[src/rtl/dbnc_pkg.sv]
package dbnc_pkg;

   // Counter width for a terminal count n (at least one bit).
   function automatic int cnt_width(input int n);
      return (n <= 2) ? 1 : $clog2(n);
   endfunction

   typedef struct packed {
      logic cur;
      logic prev;
   } sample_pair_t;

endpackage

[src/rtl/dbnc_sync.sv]
module dbnc_sync #(
   parameter int STAGES  = 2,
   parameter bit RST_VAL = 1'b0
) (
   input  logic clk,
   input  logic rst,
   input  logic d,
   output logic q
);
   generate
      if (STAGES < 2) begin : g_bad_stages
         $error("dbnc_sync: STAGES must be at least 2");
      end
   endgenerate

   logic [STAGES-1:0] chain;

   always_ff @(posedge clk) begin
      if (rst) chain <= {STAGES{RST_VAL}};
      else     chain <= {chain[STAGES-2:0], d};
   end

   assign q = chain[STAGES-1];
endmodule

[src/rtl/dbnc_scan_tick.sv]
module dbnc_scan_tick #(
   parameter int CLKS_PER_SCAN = 1_000_000
) (
   input  logic clk,
   input  logic rst,
   output logic tick
);
   localparam int W = dbnc_pkg::cnt_width(CLKS_PER_SCAN);
   localparam logic [W-1:0] LAST = W'(CLKS_PER_SCAN - 1);

   generate
      if (CLKS_PER_SCAN < 2) begin : g_bad_period
         $error("dbnc_scan_tick: CLKS_PER_SCAN must be at least 2");
      end
   endgenerate

   logic [W-1:0] cnt;

   always_ff @(posedge clk) begin
      if (rst)              cnt <= '0;
      else if (cnt == LAST) cnt <= '0;
      else                  cnt <= cnt + 1'b1;
   end

   assign tick = (cnt == LAST);
endmodule

[src/rtl/dbnc_sample_pair.sv]
module dbnc_sample_pair (
   input  logic clk,
   input  logic rst,
   input  logic tick,
   input  logic d,
   output logic level,
   output logic pulse
);
   dbnc_pkg::sample_pair_t st;

   always_ff @(posedge clk) begin
      if (rst) begin
         st <= '0;
      end else if (tick) begin
         st.cur  <= d;
         st.prev <= st.cur;
      end
   end

   assign level = st.cur;
   assign pulse = st.cur ^ st.prev;
endmodule

[src/rtl/button_debounce_pulser.sv]
module button_debounce_pulser #(
   parameter int CLKS_PER_SCAN = 1_000_000,
   parameter int SYNC_STAGES   = 2,
   parameter bit PRESSED_LEVEL = 1'b1
) (
   input  logic clk,
   input  logic rst,
   input  logic btn_raw,
   output logic level_o,
   output logic pulse_o
);
   localparam bit RELEASED_LEVEL = ~PRESSED_LEVEL;

   logic btn_sync;
   logic btn_norm;
   logic scan_tick;

   dbnc_sync #(
      .STAGES (SYNC_STAGES),
      .RST_VAL(RELEASED_LEVEL)
   ) u_sync (
      .clk(clk),
      .rst(rst),
      .d  (btn_raw),
      .q  (btn_sync)
   );

   generate
      if (PRESSED_LEVEL) begin : g_active_high
         assign btn_norm = btn_sync;
      end else begin : g_active_low
         assign btn_norm = ~btn_sync;
      end
   endgenerate

   dbnc_scan_tick #(
      .CLKS_PER_SCAN(CLKS_PER_SCAN)
   ) u_tick (
      .clk (clk),
      .rst (rst),
      .tick(scan_tick)
   );

   dbnc_sample_pair u_pair (
      .clk  (clk),
      .rst  (rst),
      .tick (scan_tick),
      .d    (btn_norm),
      .level(level_o),
      .pulse(pulse_o)
   );
endmodule

[config.mk]
export PLATFORM = sky130hd
export DESIGN_NAME = button_debounce_pulser
export DESIGN_NICKNAME = d
export VERILOG_FILES = /design/src/rtl/dbnc_pkg.sv /design/src/rtl/dbnc_sync.sv /design/src/rtl/dbnc_scan_tick.sv /design/src/rtl/dbnc_sample_pair.sv /design/src/rtl/button_debounce_pulser.sv
export SDC_FILE = /design/constraint.sdc
export NUM_CORES = 1
export LEC_CHECK = 0
export BUFFER_PORTS_ARGS = -buffer_cell sky130_fd_sc_hd__buf_2
export CAP_MARGIN = 30
export CORE_AREA = 2 2 58 44
export CTS_CLUSTER_DIAMETER = 40
export CTS_CLUSTER_SIZE = 25
export DETAILED_ROUTE_END_ITERATION = 10
export DIE_AREA = 0 0 60 46
export PLACE_DENSITY = 0.7
export SETUP_SLACK_MARGIN = 0.5
export SLEW_MARGIN = 20
export SYNTH_ARGS = -nofsm -noshare
export SYNTH_HDL_FRONTEND = slang
export SYNTH_SLANG_ARGS = --single-unit
[constraint.sdc]
create_clock -name clk -period 1.51 [get_ports clk]
set_input_delay 0.2265 -clock clk [delete_from_list [all_inputs] [get_ports clk]]
set_output_delay 0.2265 -clock clk [all_outputs]
set_load 0.03 [all_outputs]
Word-level counts from Yosys, hierarchy flattened

Index checks and enable logic that the tools add are counted.

Bitwise operators: 1
Add/sub/neg operators: 1
Eq/ne operators: 1
Reductions and logical operators: 1

Operators with widths:

| cell                                           | number |
|---|---|
| adder 20 x 1 -> 20 bit (second input constant) | 1 |
| == test 20 bit (second input constant)         | 1 |
| OR reduction 2 bit                             | 1 |
| bitwise XOR 1 bit                              | 1 |

Bits in registers: 24
Word-level logic and storage cells: 8
Output and inout bits: 2

Logic depth before layout (Yosys ltp)

Word-level depth: 2
Gate-level depth with buffers: 6

Modules after synthesis

From an unflattened synthesis, not the netlist that was laid out.

Cells, all modules: 114
Area total of the unflattened synthesis: 1058.5 sq um

By module, submodules not included:

| module           | seq. area each (sq um) | instances | cells each | area an instance (sq um) |
|---|---|---|---|---|
| dbnc_scan_tick   | 400.4                  | 1         | 103        | 929.6 |
| dbnc_sample_pair | 40.0                   | 1         | 7          | 76.3 |
| dbnc_sync        | 40.0                   | 1         | 4          | 52.6 |

Worst setup path after synthesis

No wires, ideal clock.

Kind: flip-flop to flip-flop
Start: register u_tick.cnt[13]
End: register u_tick.cnt[2]
Setup time: 0.115 ns
Arrival: 1.555 ns
Stages on the path, launching flop included: 6
Data required time: 1.395 ns
Setup slack: -0.160 ns
Path through: dfxtp_1 > or4b_4 > nor4_2 > a21o_2 > buf_6 > nor2_2

Cells in the longest elaborated chain, start to end: 2

RTL lines:

| element                      | line                 | text |
|---|---|---|
| from (decl)                  | dbnc_scan_tick.sv:17 | `logic [W-1:0] cnt;` |
| from (signal assigned)       | dbnc_scan_tick.sv:22 | `else cnt <= cnt + 1'b1;` |
| == test 20 bit               | dbnc_scan_tick.sv:21 | `else if (cnt == LAST) cnt <= '0;` |
| OR reduction 2 bit (no line) | -                    |  |

No other way between the ends.
A chain may end at the register's enable or synchronous reset.

Final worst setup path

Start: register u_tick.cnt[13]
End: register u_pair.st (netlist bit u_pair.level)

Cells in the longest elaborated chain, start to end: 1

RTL lines:

| element        | line                  | text |
|---|---|---|
| == test 20 bit | dbnc_scan_tick.sv:25  | `assign tick = (cnt == LAST);` |
| to (decl)      | dbnc_sample_pair.sv:9 | `dbnc_pkg::sample_pair_t st;` |

No other way between the ends.

==> run_results.csv <==
group,metric,value,unit
setup_path,critPathMaxFanout,2,
route,drt_iter0_drc,40,
logic_synthesis,ys_seq_elements,24,
pwr,finalPower,1.03,mW
min_path,hold_class,"in -> reg",
setup_path,cp-end-kind,"register",
clocking,clock_path_buffers,2,
setup_path,critPathSlowestCell,"or4b_4",
timing,timing_hold_violations_final,0,
placed_design,hpwl,1740,um
logic_synthesis,ys_types,31,
clocking,path_clk_slew,0.12,ns
global_route,grt_pass1_wl,3770,um
global_route,grt_antenna_before_repair,0,
timing,finalCriticalPeriod,1.76,ns
setup_path,path_buf_inv,0,
setup_path,start_kind,"register",
floorplanning,start_util,48.3,%
cells_and_area,diodes,0,
global_route,grt_overflow,0,
route,drcViolationCount,0,
pwr,ir_drop,463,uV
cells_and_area,post_route_cells_drive_above_1_share,41.4,%
run_status,status,"finished with violations",
route,vias_per_cell,5.37,
timing,fmax,567,MHz
run_status,violations,"negative setup slack",
timing,fin_ws,-0.254,ns
cells_and_area,seqCellArea,489,um2
setup_path,cp.arrival,1.97,ns
route,postRouteAntennaNets,0,
floorplanning,die_y,46,um
cells_and_area,design_area,0.00146,mm2
route,vias,998,
logic_synthesis,synthCells,117,
floorplanning,die_w,60,um
timing,rsz0062_at_grt,"yes",
setup_path,path_delay_family,"simple AND/OR/NAND/NOR gates",
setup_path,crit_type,"reg -> reg",
cells_and_area,fillers,197,
placed_design,place_congestion,0.752,
floorplanning,core-area,0.00227,mm2
clocking,h-tree-depth,1,
route,wl_per_cell,12.5,um
floorplanning,die_area,0.00276,mm2
route,routed_wl,2320,um
timing,worstMarginPinSlew,0.257,ns
route,first_pass_iters,4,
pwr,power_density,704,mW/mm2
placed_design,portBuffers,4,
timing,setup_violations,22,
placed_design,place_area,0.00137,mm2
setup_path,crit_required,1.72,ns
pwr,p_leak,0.578,nW
timing,fin_skew,0.00228,ns
logic_synthesis,syn_area,0.00110,mm2
floorplanning,ios,5,
cells_and_area,syn2layout_area_growth,33.3,%
logic_synthesis,synth_nets,121,
placed_design,dp.cells,179,
clocking,cts_root_buffer,"clkbuf_4",
timing,slew_headroom,82.8,%
cells_and_area,multi_input_area,589,um2
global_route,grt_pass1_vias,928,
global_route,grt_max_degree,15,
cells_and_area,stdcell_count,186,
setup_path,critical_path.max_stage_delay,0.54,ns
clocking,cts_buffers,3,
logic_synthesis,syn_avg_cell_area,9.37,um2
clocking,cts_sinks,24,
flow_run,maxCapViolCount,0,
floorplanning,fp-row-count,15,
timing,finalCritPeriodShare,117,%
clocking,cts_hold_buf,0,
global_route,grt_use_total,18.7,%
setup_path,path_cells,"or4b_4 > or4_4 > o21ai_2 > a21oi_1",
clocking,cts_tree,"done",
timing,finalMaxSlewViolations,0,
clocking,clk_latency,0.31,ns
logic_synthesis,yosysSeqAreaShare,43.8,%
cells_and_area,fin_nets,157,
logic_synthesis,ys_warn_count,0,
-- registers in the layout, summed over array words and instances, names as in the netlist --
name and cells:
u_pair.st 1, u_pair.level 1, u_tick.cnt 20, u_sync.chain 2
-- final cells by class --
cell class | count | share of cell area (%)
tap | 34 | 2.91
sequential | 24 | 33.5
multi-input combinational | 84 | 40.3
clock buffer | 4 | 2.48
timing repair buffer | 36 | 19.8
inverter | 4 | 1.03
-- logic make-up after synthesis --
family / Yosys count / share of synthesized area [%]
AO/OA/AOI/OAI: 21 / 10.8
flip-flops: 24 / 43.8
adder cells (fa/ha/maj): 1 / 1.14
buffers and inverters: 9 / 4.91
XOR/XNOR: 11 / 8.79
AND/OR/NAND/NOR: 51 / 30.5
-- synth_stat cells --
master | count | area (um2)
a21o_2 | 1 | 8.76
a21oi_1 | 10 | 50.1
and2_1 | 2 | 12.5
and3_1 | 2 | 12.5
and4_1 | 1 | 8.76
buf_2 | 1 | 5.00
buf_4 | 1 | 7.51
buf_6 | 2 | 22.5
clkbuf_1 | 1 | 3.75
dfxtp_1 | 24 | 480
ha_1 | 1 | 12.5
inv_1 | 4 | 15.0
nand2_1 | 4 | 15.0
nand2_2 | 1 | 6.26
nand2b_1 | 1 | 6.26
nand3_1 | 8 | 40.0
nand4_1 | 3 | 18.8
nand4_2 | 2 | 25.0
nor2_1 | 2 | 7.51
nor2_2 | 10 | 62.6
nor2b_1 | 2 | 12.5
nor4_2 | 1 | 12.5
o21ai_0 | 4 | 20.0
o21ai_1 | 2 | 10.0
o31ai_1 | 4 | 30.0
or3_1 | 5 | 31.3
or4_1 | 5 | 37.5
or4_4 | 1 | 11.3
or4b_4 | 1 | 13.8
xnor2_1 | 2 | 17.5
xor2_1 | 9 | 78.8
-- per-stage QoR --
| stage | util [%] | setup TNS, ns | worst slack, ns | hold slack, ns |
|---|---|---|---|---|
| 2_1_floorplan | - | -3.09 | -0.156 | 0.288 |
| 3_3_place_gp | 60.4 | -2.94 | -0.160 | 0.433 |
| 3_5_place_dp | 60.4 | -3.39 | -0.182 | 0.436 |
| 4_1_cts | 62.5 | -3.59 | -0.200 | 0.110 |
| 5_1_grt | 64.4 | -5.48 | -0.287 | 0.106 |
| 6_report | 64.4 | -3.92 | -0.254 | 0.118 |
-- power by group --
| group | total (mW) | internal [mW] | switching (mW) |
|---|---|---|---|
| registers | 0.643 | 0.639 | 0.00468 |
| clock network | 0.331 | 0.147 | 0.184 |
| logic | 0.0537 | 0.0250 | 0.0286 |
-- cell usage in the layout, fill, tap and decap left out, types with 3 or more instances in the layout --
cell type / n
or3_1: 4
inv_1: 4
or4_1: 5
dfxtp_1: 21
nand3_1: 8
nand2_1: 4
o21ai_0: 4
buf_6: 3
o31ai_1: 4
nand4_1: 3
buf_4: 30
nor2_2: 10
clkbuf_4: 3
xor2_1: 8
a21oi_1: 10
-- layer usage --
layer	wire (um)	GRT usage (%)
met2	1150	31.5
met1	981	21.6
met5	0	0
met3	155	8.52
met4	36	5.33
-- repair_timing --
action	CTS	global route
endpoints found under the setup margin	24	24
pin swaps	1	0
gates cloned	0	0
gates resized for setup	4	7
buffers inserted	0	3
-- path summary, 6_finish.rpt --
kind / start / endpoint / slack (ns) / depth (start not counted)
worst max-delay path: u_tick.cnt[13] / u_pair.level / -0.25 / 4
worst min-delay path: rst / u_pair.st[0] / 0.12 / 2
worst max register to register: u_tick.cnt[13] / u_pair.level / -0.25 / 4
worst min register to register: u_sync.chain[0] / u_sync.chain[1] / 0.46 / 1
Power figures use the tool's default switching activity.
